File: src/rtl/stx_pkg.sv
package stx_pkg;

    // Widest sample the datapath carries.
    localparam int unsigned SAMPLE_W = 32;

    typedef enum logic [2:0] {
        ST_OFF,
        ST_SYNC,
        ST_LEAD,
        ST_SHIFT,
        ST_PAD
    } tx_state_t;

    typedef struct packed {
        logic                right;
        logic [SAMPLE_W-1:0] data;
    } tagged_sample_t;

endpackage

File: src/rtl/stx_fifo.sv
module stx_fifo #(
    parameter int DEPTH = 4,
    parameter int W     = 33
) (
    input  logic         clk,
    input  logic         rst_n,
    input  logic         flush,
    input  logic         push,
    input  logic [W-1:0] wdata,
    input  logic         pop,
    output logic [W-1:0] rdata,
    output logic         empty,
    output logic         full
);
    localparam int AW    = (DEPTH > 1) ? $clog2(DEPTH) : 1;
    localparam int CNT_W = $clog2(DEPTH + 1);

    logic [W-1:0]     mem [DEPTH];
    logic [AW-1:0]    rd_ptr;
    logic [AW-1:0]    wr_ptr;
    logic [CNT_W-1:0] count;
    logic             do_push;
    logic             do_pop;

    function automatic logic [AW-1:0] bump(input logic [AW-1:0] p);
        return (p == AW'(DEPTH - 1)) ? '0 : p + AW'(1);
    endfunction

    assign empty   = (count == '0);
    assign full    = (count == CNT_W'(DEPTH));
    assign do_push = push && !full && !flush;
    assign do_pop  = pop && !empty && !flush;
    assign rdata   = mem[rd_ptr];

    always_ff @(posedge clk) begin
        if (do_push) begin
            mem[wr_ptr] <= wdata;
        end
    end

    always_ff @(posedge clk or negedge rst_n) begin
        if (!rst_n) begin
            rd_ptr <= '0;
            wr_ptr <= '0;
            count  <= '0;
        end else if (flush) begin
            rd_ptr <= '0;
            wr_ptr <= '0;
            count  <= '0;
        end else begin
            if (do_push) begin
                wr_ptr <= bump(wr_ptr);
            end
            if (do_pop) begin
                rd_ptr <= bump(rd_ptr);
            end
            count <= count + CNT_W'(do_push) - CNT_W'(do_pop);
        end
    end

endmodule

File: src/rtl/stx_layout.sv
module stx_layout
    import stx_pkg::*;
#(
    parameter int SLOT_MAX = 64,
    parameter int CW       = 7
) (
    input  logic [1:0]          word_sel,
    input  logic [1:0]          slot_sel,
    input  logic                fmt_delay,
    input  logic                fmt_rjust,
    input  logic [SAMPLE_W-1:0] raw,
    output logic [CW-1:0]       wbits,
    output logic [CW-1:0]       sbits,
    output logic [CW-1:0]       lead,
    output logic [SAMPLE_W-1:0] aligned
);
    always_comb begin
        // width decode, reserved code 3 behaves as full width
        unique case (word_sel)
            2'd0:    wbits = CW'(16);
            2'd1:    wbits = CW'(24);
            default: wbits = CW'(SAMPLE_W);
        endcase

        // half-frame length decode
        unique case (slot_sel)
            2'd0:    sbits = CW'(16);
            2'd1:    sbits = CW'(32);
            default: sbits = CW'(SLOT_MAX);
        endcase

        // zero slots ahead of the MSB
        if (fmt_rjust) begin
            lead = (sbits > wbits) ? (sbits - wbits) : '0;
        end else begin
            lead = fmt_delay ? CW'(1) : '0;
        end

        // MSB-align the sample so that bits above the width drop out
        aligned = raw << (CW'(SAMPLE_W) - wbits);
    end

endmodule

File: src/rtl/stereo_ser_tx.sv
module stereo_ser_tx
    import stx_pkg::*;
#(
    parameter int FIFO_DEPTH = 4,
    parameter int SLOT_MAX   = 64
) (
    input  logic                clk,
    input  logic                rst_n,
    input  logic                enable,
    input  logic [1:0]          word_sel,
    input  logic [1:0]          slot_sel,
    input  logic                fmt_delay,
    input  logic                fmt_rjust,
    input  logic                tx_on_rise,
    input  logic                bclk_rise,
    input  logic                bclk_fall,
    input  logic                frame_clk,
    input  logic                in_valid,
    output logic                in_ready,
    input  logic                in_right,
    input  logic [SAMPLE_W-1:0] in_data,
    output logic                sdo,
    output logic                underflow
);
    localparam int CW = $clog2(SLOT_MAX + 1);
    localparam int FW = $bits(tagged_sample_t);

    tx_state_t           state;
    tx_state_t           state_n;
    logic                act;
    logic                edge_seen;
    logic                go;
    logic                match;
    logic                spill;
    logic                lr_prev;
    logic                sdo_q;
    logic                sdo_n;
    logic                uf_q;
    logic [SAMPLE_W-1:0] word_q;
    logic [SAMPLE_W-1:0] word_n;
    logic [SAMPLE_W-1:0] new_word;
    logic [SAMPLE_W-1:0] aligned;
    logic [CW-1:0]       bits_left;
    logic [CW-1:0]       bits_n;
    logic [CW-1:0]       lead_left;
    logic [CW-1:0]       lead_n;
    logic [CW-1:0]       wbits;
    logic [CW-1:0]       sbits;
    logic [CW-1:0]       lead;
    logic                fifo_push;
    logic                fifo_pop;
    logic                fifo_empty;
    logic                fifo_full;
    tagged_sample_t      head;
    tagged_sample_t      wr_entry;

    // ---------------------------------------------------------------
    // Sample queue
    // ---------------------------------------------------------------
    assign wr_entry  = '{right: in_right, data: in_data};
    assign in_ready  = enable && !fifo_full;
    assign fifo_push = in_valid && in_ready;
    assign fifo_pop  = go && match;

    stx_fifo #(
        .DEPTH (FIFO_DEPTH),
        .W     (FW)
    ) u_fifo (
        .clk   (clk),
        .rst_n (rst_n),
        .flush (!enable),
        .push  (fifo_push),
        .wdata (wr_entry),
        .pop   (fifo_pop),
        .rdata (head),
        .empty (fifo_empty),
        .full  (fifo_full)
    );

    stx_layout #(
        .SLOT_MAX (SLOT_MAX),
        .CW       (CW)
    ) u_layout (
        .word_sel  (word_sel),
        .slot_sel  (slot_sel),
        .fmt_delay (fmt_delay),
        .fmt_rjust (fmt_rjust),
        .raw       (head.data),
        .wbits     (wbits),
        .sbits     (sbits),
        .lead      (lead),
        .aligned   (aligned)
    );

    // ---------------------------------------------------------------
    // Strobe selection and half-frame detection
    // ---------------------------------------------------------------
    always_comb begin
        act       = tx_on_rise ? bclk_rise : bclk_fall;
        edge_seen = act && (frame_clk != lr_prev);
        match     = !fifo_empty && (head.right == frame_clk);
        spill     = (state == ST_SHIFT) && (bits_left == CW'(1));
        new_word  = match ? aligned : '0;
    end

    always_comb begin
        unique case (state)
            ST_OFF:  go = 1'b0;
            ST_SYNC: go = edge_seen && !frame_clk;   // first left half
            default: go = edge_seen;
        endcase
        if (!enable) begin
            go = 1'b0;
        end
    end

    // ---------------------------------------------------------------
    // Next-state and next-output logic
    // ---------------------------------------------------------------
    always_comb begin
        state_n = state;
        sdo_n   = sdo_q;
        word_n  = word_q;
        bits_n  = bits_left;
        lead_n  = lead_left;

        if (!enable) begin
            state_n = ST_OFF;
            sdo_n   = 1'b0;
            word_n  = '0;
            bits_n  = '0;
            lead_n  = '0;
        end else if (go) begin
            if (lead == '0) begin
                state_n = ST_SHIFT;
                sdo_n   = new_word[SAMPLE_W-1];
                word_n  = new_word << 1;
                bits_n  = wbits - CW'(1);
            end else begin
                state_n = ST_LEAD;
                sdo_n   = spill ? word_q[SAMPLE_W-1] : 1'b0;  // carry-over
                word_n  = new_word;
                lead_n  = lead - CW'(1);
            end
        end else begin
            unique case (state)
                ST_OFF: begin
                    state_n = ST_SYNC;
                end
                ST_SYNC: begin
                    sdo_n = 1'b0;
                end
                ST_LEAD: begin
                    if (act) begin
                        if (lead_left == '0) begin
                            state_n = ST_SHIFT;
                            sdo_n   = word_q[SAMPLE_W-1];
                            word_n  = word_q << 1;
                            bits_n  = wbits - CW'(1);
                        end else begin
                            sdo_n  = 1'b0;
                            lead_n = lead_left - CW'(1);
                        end
                    end
                end
                ST_SHIFT: begin
                    if (act) begin
                        if (bits_left == '0) begin
                            state_n = ST_PAD;
                            sdo_n   = 1'b0;
                        end else begin
                            sdo_n  = word_q[SAMPLE_W-1];
                            word_n = word_q << 1;
                            bits_n = bits_left - CW'(1);
                        end
                    end
                end
                ST_PAD: begin
                    if (act) begin
                        sdo_n = 1'b0;
                    end
                end
                default: begin
                    state_n = ST_OFF;
                end
            endcase
        end
    end

    // ---------------------------------------------------------------
    // State register
    // ---------------------------------------------------------------
    always_ff @(posedge clk or negedge rst_n) begin
        if (!rst_n) begin
            state <= ST_OFF;
        end else begin
            state <= state_n;
        end
    end

    // ---------------------------------------------------------------
    // Output and datapath registers
    // ---------------------------------------------------------------
    always_ff @(posedge clk or negedge rst_n) begin
        if (!rst_n) begin
            sdo_q     <= 1'b0;
            word_q    <= '0;
            bits_left <= '0;
            lead_left <= '0;
            lr_prev   <= 1'b0;
            uf_q      <= 1'b0;
        end else begin
            sdo_q     <= sdo_n;
            word_q    <= word_n;
            bits_left <= bits_n;
            lead_left <= lead_n;
            if (act) begin
                lr_prev <= frame_clk;
            end
            if (!enable) begin
                uf_q <= 1'b0;
            end else if (go && !match) begin
                uf_q <= 1'b1;
            end
        end
    end

    assign sdo       = sdo_q;
    assign underflow = uf_q;

endmodule

File: config.mk
export PLATFORM = sky130hd
export DESIGN_NAME = stereo_ser_tx
export DESIGN_NICKNAME = d
export VERILOG_FILES = /design/src/rtl/stx_pkg.sv /design/src/rtl/stx_fifo.sv /design/src/rtl/stx_layout.sv /design/src/rtl/stereo_ser_tx.sv
export SDC_FILE = /design/constraint.sdc
export NUM_CORES = 1
export LEC_CHECK = 0
export CAP_MARGIN = 20
export CORE_MARGIN = 3
export CORE_UTILIZATION = 54
export DETAILED_ROUTE_END_ITERATION = 10
export GPL_TIMING_DRIVEN = 0
export PLACE_DENSITY = 0.77
export SLEW_MARGIN = 20
export SYNTH_ARGS = -nofsm -noshare
export SYNTH_HDL_FRONTEND = slang
export SYNTH_HIERARCHICAL = 1
export SYNTH_SLANG_ARGS = --single-unit
File: constraint.sdc
create_clock -name clk -period 3.3 [get_ports clk]
set_clock_uncertainty 0.15 [all_clocks]
set_input_delay 0.99 -clock clk [delete_from_list [all_inputs] [get_ports clk]]
set_output_delay 0.99 -clock clk [all_outputs]
set_load 0.05 [all_outputs]
==> impl_metrics.csv <==
group,metric,value,unit
status,status,"finished with violations",
status,violations,"design-rule violations, negative setup slack",
sta,min_period,3386,ps
job,drv_cap,0,
min_path,hold_class,"input port to async pin",
cts,ctsLongestPathBuffers,2,
power_and_ir_drop,p_leak,4.252,nW
cells_and_area,area_growth,23.32,%
routing,drt-total-wl,21.60,mm
placement,io_buffer_count,48,
cts,h-tree-depth,4,
critical_path,startpoint_type,"input port",
sta,setup-violations-final,6,
global_route,grt_pass1_vias,6423,
synthesis,syn_avg_cell_area,13.22,sq um
cts,clockRootBuffer,"clkbuf_16",
critical_path,criticalPathCategory,"input port to register",
sta,fin_hold_ws,184.6,ps
critical_path,critical_path.cell_chain,"buf_8 > buf_6 > nor2b_4 > ha_4 > a21oi_1 > o21ai_1 > mux2i_2 > nor4_4 > and2_1 > buf_6 > buf_12 > mux2i_1 > a2bb2oi_1 > a21oi_1",
global_route,grtUsageTotal,0.2207,
routing,drt-initial-drc-count,615,
sta,fin_ws,-86.37,ps
cts,clkTransAtPathRegs,80,ps
critical_path,r2r_slack,170,ps
die,rows,47,
die,io_pins,50,
synthesis,syn-instance-count,712,
placement,gp_congestion,0.9103,
cells_and_area,instances_no_fill,1043,
cells_and_area,drive_gt1_frac,0.2625,
cells_and_area,layout_commonest_cell,"edfxtp_1",
routing,dr_total_vias,6332,
cts,clock_sinks,191,
critical_path,crit_path_max_incr_delay,330,ps
synthesis,synth_area,0.009412,sq mm
sta,worst_pin_slew,932.6,ps
global_route,antenna_found_initial,0,
die,start_util,0.5596,
critical_path,cp.arrival,3520,ps
critical_path,path_delay_family,"simple AND/OR/NAND/NOR gates",
sta,drv_slew,0,
sta,fin_crit_sh,1.026,
die,coreArea,0.01682,sq mm
power_and_ir_drop,power_density,483.3,mW/mm^2
global_route,grt_overflow,0,
critical_path,cp.required,3430,ps
routing,drt.antenna.violating_nets,0,
die,die_area,0.01905,sq mm
critical_path,cpMaxStageDelayCell,"nor4_4",
sta,maxSlewHeadroom,0.3783,
placement,dp_hpwl,14.24,mm
cells_and_area,n_antenna_cell,0,
placement,dpl.cell_count,986,
die,fp.dieH,138.0,microns
sta,rsz0062_at_grt,"true",
cts,numCtsBuffers,17,
critical_path,path_max_fanout,10,
routing,first_pass_iters,8,
cells_and_area,fin_util,0.6901,
routing,via_per_inst,6.071,
die,die_x,138.0,microns
routing,drc,2,
global_route,grt_max_degree,59,
cts,cts_tree,"yes",
sta,hold_viol,0,
cells_and_area,finalNetCount,873,
global_route,grt_pass1_wl,33.80,mm
synthesis,yosysWarningCount,6,
cells_and_area,final_cell_mix,"edfxtp_1, dfrtp_1, nor2_1",
power_and_ir_drop,ir_worst_vdd,0.4012,mV
routing,wl_per_cell,20.71,microns
sta,fmax,295.3,MHz
critical_path,critical_path_buf_inv_count,4,
critical_path,cp-end-kind,"register",
cts,clk_latency,440,ps
-- worst reg2reg max path: stages (launching register included) --
cell and delay [ps]:
dfrtp_1 370, buf_6 120, mux4_2 490, xor2_1 160
nor2_2 190, nand2_4 100, clkbuf_16 170, inv_4 60
o31ai_4 80, nor2_1 110, ha_1 240, inv_1 50
ha_1 130, inv_1 50, fa_2 510, nor2_1 40
-- per-layer routing --
metal / global-route usage / up-vias / part of all wire
met3: 0.03729 / 54 / 0.047
met2: 0.3762 / 226 / 0.51
met5: 0 / - / 0
li1: - / 2888 / -
met1: 0.2928 / 3164 / 0.42
met4: 0.06968 / 0 / 0.027
-- where the power goes --
part           switching [W]  leakage, nW  internal, W
clock network       0.000970        0.288      0.00108
registers          0.0000770         1.94      0.00267
logic               0.000436         2.02     0.000369
-- worst paths after layout --
check                      cells after the start                    startpoint                   endpoint
hold reg to reg                                2         underflow$_DFFE_PN0P_      underflow$_DFFE_PN0P_
hold / removal                                 1                         rst_n   lead_left[4]$_DFFE_PN0P_
max in group asynchronous                      2                         rst_n     word_q[13]$_DFFE_PN0P_
setup / recovery                              14                   slot_sel[1]      word_q[1]$_DFFE_PN0P_
setup reg to reg                              15  u_fifo/rd_ptr[0]$_DFFE_PN0P_  u_fifo/count[1]$_DFF_PN0_
min in group clk                               2         underflow$_DFFE_PN0P_      underflow$_DFFE_PN0P_
-- area by class of cell --
type / count / area [sq um]
inverter: 21 / 88.84
fill: 1166 / 5213
clock buffer: 18 / 429.2
clock inverter: 14 / 160.2
tap: 220 / 275.3
sequential: 191 / 5440
buffer: 48 / 426.7
timing repair buffer: 75 / 740.7
multi-input combinational: 456 / 4045
-- metrics by stage --
step / instance area, sq um / setup slack (ps) / power (W) / TNS, ps
floorplan: 9584 / -163.2 / 0.003225 / -3862
global placement: 10340 / -1322 / 0.003412 / -195450
detailed placement: 10360 / -1419 / 0.003454 / -161520
CTS: 11230 / -55.98 / 0.005537 / -55.98
global route: 11610 / -198.0 / 0.005815 / -2203
finish: 11610 / -86.37 / 0.005609 / -160.2
-- registers in the layout (all words and copies together) (netlist names) --
register	flops
u_fifo/mem	132
word_q	32
bits_left	7
lead_left	7
state	3
u_fifo/count	3
u_fifo/rd_ptr	2
u_fifo/wr_ptr	2
lr_prev	1
sdo	1
underflow	1
-- timing repair --
action / 4_1_cts / 5_1_grt
setup endpoints to repair: 183 / 177
pin swaps: 14 / 33
hold buffers: 0 / 0
gates resized for setup: 65 / 64
gates cloned: 0 / 2
buffers inserted: 11 / 13
Note: power is estimated with default switching activity, not from simulation.
